===== config.mk =====
export PLATFORM = sky130hd
export DESIGN_NAME = mbox_doorbell
export DESIGN_NICKNAME = d
export VERILOG_FILES = /design/src/rtl/mbox_pkg.sv /design/src/rtl/mbox_ctrl.sv /design/src/rtl/mbox_dpath.sv /design/src/rtl/mbox_doorbell.sv
export SDC_FILE = /design/constraint.sdc
export NUM_CORES = 1
export LEC_CHECK = 0
export ABC_AREA = 0
export BUFFER_PORTS_ARGS = -buffer_cell sky130_fd_sc_hd__buf_4
export CAP_MARGIN = 20
export CORE_MARGIN = 5
export CORE_UTILIZATION = 30
export DETAILED_ROUTE_END_ITERATION = 7
export PLACE_DENSITY = 0.58
export SKIP_CTS_REPAIR_TIMING = 1
export SLEW_MARGIN = 15
export SYNTH_ARGS = -nofsm -noshare
export SYNTH_HDL_FRONTEND = slang
export SYNTH_SLANG_ARGS = --single-unit

===== constraint.sdc =====
create_clock -name clk -period 1.45 [get_ports clk]
set_input_delay 0.145 -clock clk [delete_from_list [all_inputs] [get_ports clk]]
set_output_delay 0.145 -clock clk [all_outputs]
set_load 0.05 [all_outputs]

===== src/rtl/mbox_pkg.sv =====
package mbox_pkg;
  localparam int NUM_CH = 2;

  typedef struct packed {
    logic [NUM_CH-1:0] setEn;   // secure write to set offset
    logic [NUM_CH-1:0] clrEn;   // secure write to clear offset
    logic [NUM_CH-1:0] nsHit;   // non-secure access to any channel offset
    logic [NUM_CH-1:0] rdStat;  // secure read of status offset
  } ctrlStrobes_t;
endpackage


===== src/rtl/mbox_ctrl.sv =====
module mbox_ctrl
  import mbox_pkg::*;
#(
  parameter int          ADDR_W    = 12,
  parameter logic [11:0] CH_BASE   = 12'h200,
  parameter logic [11:0] CH_STRIDE = 12'h100
) (
  input  logic              busSel,
  input  logic              busWrite,
  input  logic              busSecure,
  input  logic [ADDR_W-1:0] busAddr,
  output ctrlStrobes_t      strb
);
  localparam logic [ADDR_W-1:0] OFS_SET = ADDR_W'(8'h08);
  localparam logic [ADDR_W-1:0] OFS_CLR = ADDR_W'(8'h10);

  for (genvar c = 0; c < NUM_CH; c++) begin : gDec
    localparam logic [ADDR_W-1:0] BASE = ADDR_W'(CH_BASE + CH_STRIDE * c);
    logic hitStat, hitSet, hitClr, hitAny;
    assign hitStat = (busAddr == BASE);
    assign hitSet  = (busAddr == BASE + OFS_SET);
    assign hitClr  = (busAddr == BASE + OFS_CLR);
    assign hitAny  = hitStat | hitSet | hitClr;

    assign strb.setEn[c]  = busSel & busWrite & busSecure & hitSet;
    assign strb.clrEn[c]  = busSel & busWrite & busSecure & hitClr;
    assign strb.nsHit[c]  = busSel & ~busSecure & hitAny;
    assign strb.rdStat[c] = busSel & ~busWrite & busSecure & hitStat;
  end
endmodule


===== src/rtl/mbox_dpath.sv =====
module mbox_dpath
  import mbox_pkg::*;
#(
  parameter int DATA_W = 32
) (
  input  logic               clk,
  input  logic               rstN,
  input  ctrlStrobes_t       strb,
  input  logic [DATA_W-1:0]  busWdata,
  output logic [DATA_W-1:0]  busRdata,
  output logic [NUM_CH-1:0]  irq
);
  localparam int FLAG_BIT = DATA_W - 1;
  localparam logic [DATA_W-1:0] SLOT_MASK = {1'b0, {(DATA_W-1){1'b1}}};

  logic [DATA_W-1:0] rdTerm [NUM_CH];

  for (genvar c = 0; c < NUM_CH; c++) begin : gCh
    logic [DATA_W-1:0] status, statusNext;

    always_comb begin
      statusNext = status;
      if (strb.setEn[c]) statusNext = statusNext | (busWdata & SLOT_MASK);
      if (strb.clrEn[c]) statusNext = statusNext & ~busWdata;
      if (strb.nsHit[c]) statusNext[FLAG_BIT] = 1'b1;
    end

    always_ff @(posedge clk) begin
      if (!rstN) status <= '0;
      else       status <= statusNext;
    end

    assign irq[c]    = |status;
    assign rdTerm[c] = strb.rdStat[c] ? status : '0;
  end

  always_comb begin
    busRdata = '0;
    for (int c = 0; c < NUM_CH; c++) busRdata = busRdata | rdTerm[c];
  end
endmodule


===== src/rtl/mbox_doorbell.sv =====
module mbox_doorbell
  import mbox_pkg::*;
#(
  parameter int          ADDR_W    = 12,
  parameter int          DATA_W    = 32,
  parameter logic [11:0] CH_BASE   = 12'h200,
  parameter logic [11:0] CH_STRIDE = 12'h100
) (
  input  logic              clk,
  input  logic              rstN,
  input  logic              busSel,
  input  logic              busWrite,
  input  logic              busSecure,
  input  logic [ADDR_W-1:0] busAddr,
  input  logic [DATA_W-1:0] busWdata,
  output logic [DATA_W-1:0] busRdata,
  output logic              irqToApp,
  output logic              irqToCtl
);
  ctrlStrobes_t      strb;
  logic [NUM_CH-1:0] irq;

  mbox_ctrl #(.ADDR_W(ADDR_W), .CH_BASE(CH_BASE), .CH_STRIDE(CH_STRIDE)) uCtrl (
    .busSel(busSel), .busWrite(busWrite), .busSecure(busSecure),
    .busAddr(busAddr), .strb(strb)
  );

  mbox_dpath #(.DATA_W(DATA_W)) uDpath (
    .clk(clk), .rstN(rstN), .strb(strb), .busWdata(busWdata),
    .busRdata(busRdata), .irq(irq)
  );

  assign irqToApp = irq[0];
  assign irqToCtl = irq[1];
endmodule


==> flow_metrics.env <==
export IMPL_final_common_cell="buf_4"
export IMPL_slew_viol_final=0
export IMPL_die_y_um=113
export IMPL_cap_violations=0
export IMPL_postRouteAntennaNets=0
export IMPL_drt_iter0_markers=253
export IMPL_violations="negative setup slack"
export IMPL_min_period_over_period_pct=131
export IMPL_hold_ws_ps=56.0
export IMPL_power_density_mw_per_mm2=683
export IMPL_yosysSeqAreaShare_pct=40.1
export IMPL_startpoint_type="flop"
export IMPL_drt_pass1_iter_count=5
export IMPL_syn_num_nets=481
export IMPL_finalWeightedCongestion=0.850
export IMPL_grt_pass1_vias=3806
export IMPL_hold_viol=0
export IMPL_via_per_inst=5.50
export IMPL_outcome="finished with violations"
export IMPL_io_pin_count=83
export IMPL_setup_tns_final_ps=-1830
export IMPL_multi_input_area_mm2=0.00215
export IMPL_ys_warn_count=0
export IMPL_wl_per_cell_um=18.0
export IMPL_fin_nets=624
export IMPL_maxSlewHeadroom_pct=70.4
export IMPL_max_clock_freq_ghz=0.527
export IMPL_critPathRequiredTime_ps=1310
export IMPL_fin_ws_ps=-446
export IMPL_grt_pass1_wl_um=19200
export IMPL_hold_path_class="primary input to flop"
export IMPL_ys_ff_latch=64
export IMPL_worstMarginPinSlew_ps=440
export IMPL_globalRoute_totalOverflow=0
export IMPL_finalSetupViolations=31
export IMPL_cp_arrival_ps=1750
export IMPL_clk_pin_slew_ps=70
export IMPL_start_util_pct=30.8
export IMPL_rsz0062_at_grt="yes"
export IMPL_dp_slack_ps=-271
export IMPL_seqCellArea_mm2=0.00128
export IMPL_final_cell_mix="buf_4 (112), a31oi_1 (62), nor2_1 (62), o21ai_0 (61), dfxtp_1 (61)"
export IMPL_synth_area_mm2=0.00319
export IMPL_drive_gt1_share_pct=45.2
export IMPL_worstSkewPairLatency_ps=330
export IMPL_cp_slowest_cell="dfxtp_2"
export IMPL_vias=3936
export IMPL_critPathKind="flop to primary output"
export IMPL_fillers=963
export IMPL_critical_path_buf_inv_count=2
export IMPL_grt_use_total_pct=18.5
export IMPL_stdcell_count=716
export IMPL_layout_min_cycle_time_ps=1900
export IMPL_cts_buffers=9
export IMPL_total_leakage_power_nw=2.05
export IMPL_numPortBuffers=82
export IMPL_cts_root_buf="clkbuf_8"
export IMPL_post_route_drc_count=0
export IMPL_syn_mean_instance_area_um2=7.39
export IMPL_clock_sinks=64
export IMPL_power_mw=3.84
export IMPL_htree_levels=3
export IMPL_placed_cells=689
export IMPL_tritoncts="yes"
export IMPL_syn_inst=432
export IMPL_worst_path_largest_cell_delay_ps=340
export IMPL_wl_um=12900
export IMPL_peakVddDrop_uv=370
export IMPL_crit_chain="nor4_4, buf_4, nand4_1, or2_4, buf_6"
export IMPL_cp_top_family="simple AND/OR/NAND/NOR gates"
export IMPL_die_w_um=113
export IMPL_grt_max_degree=46
export IMPL_insertedDiodeCount=0
export IMPL_area_growth_pct=76.1
export IMPL_cp_max_fo=2
export IMPL_rows=37
export IMPL_core_area_mm2=0.0104
export IMPL_antenna_found_initial=0
export IMPL_cp_end_kind="primary output"
export IMPL_hpwl_um=8400
export IMPL_clk_path_buf_depth=2
export IMPL_finClkSkew_ps=0
export IMPL_synth_cell_types=27
export IMPL_die_area_mm2=0.0128
==> final cells by class <==
| class | count | share of cell area (%) |
|---|---|---|
| timing repair buffer | 174 | 31.9 |
| tap | 136 | 3.03 |
| sequential | 64 | 22.9 |
| multi-input combinational | 325 | 38.3 |
| clock buffer | 13 | 2.65 |
| inverter | 1 | 0.0668 |
| clock inverter | 3 | 1.16 |
==> through the flow <==
step                utilization [%]  cell area (um^2)
finish                         54.2              5620
global route                   54.2              5620
CTS                            47.7              4940
detailed placement             45.6              4730
global placement               45.6              4730
floorplan                         -              3440
==> Yosys cell counts (all sizes together) <==
master | number | area (um^2)
nor2 | 94 | 353
clkbuf | 30 | 113
inv | 1 | 3.75
o41ai | 1 | 8.76
a211oi | 1 | 7.51
or2 | 2 | 12.5
and4bb | 1 | 12.5
a22oi | 32 | 240
buf | 12 | 80.1
nor2b | 2 | 12.5
nor4 | 16 | 100
nand4 | 8 | 50.1
o211ai | 2 | 15.0
a31oi | 62 | 388
and3 | 1 | 6.26
and4 | 2 | 17.5
or4b | 1 | 10.0
o21ai | 63 | 315
nand2 | 33 | 124
dfxtp | 64 | 1280
nor4b | 2 | 32.5
nor3 | 2 | 10.0
==> logic make-up (layout without fill, tap and decap cells) <==
kind of cell / Yosys count / after routing / synth area share, %
AOI/OAI and AO/OA: 161 / 161 / 30.5
buffers and inverters: 43 / 191 / 6.15
DFF: 64 / 64 / 40.1
and+or+nand+nor: 164 / 164 / 23.2
==> per-layer routing <==
| metal | share of wire [%] | global-route usage [%] |
|---|---|---|
| met1 | 42 | 23.5 |
| met2 | 51 | 31.8 |
| met3 | 6.6 | 4.17 |
| met4 | 0.98 | 4.25 |
| met5 | 0 | 0 |
==> final timing paths <==
path                            slack [ps]        to         start  depth (start not counted)
worst max-delay path                  -450  irqToCtl          flop                          5
worst min-delay path                    60      flop  busWdata[19]                          3
worst max register to register         640      flop          flop                          3
worst min register to register         520      flop          flop                          2
==> worst min-delay path, stage by stage <==
cell and delay [ps]:
buf_4 90, a31oi_1 60, nor2_1 70
==> report_power, final <==
| part | switching, mW | internal (mW) | leakage [nW] |
|---|---|---|---|
| logic | 0.193 | 0.181 | 1.43 |
| clock network | 0.696 | 1.02 | 0.108 |
| registers | 0.0000564 | 1.76 | 0.517 |
| total | 0.890 | 2.95 | 2.05 |
No activity file was read; power rests on OpenSTA's default activity.
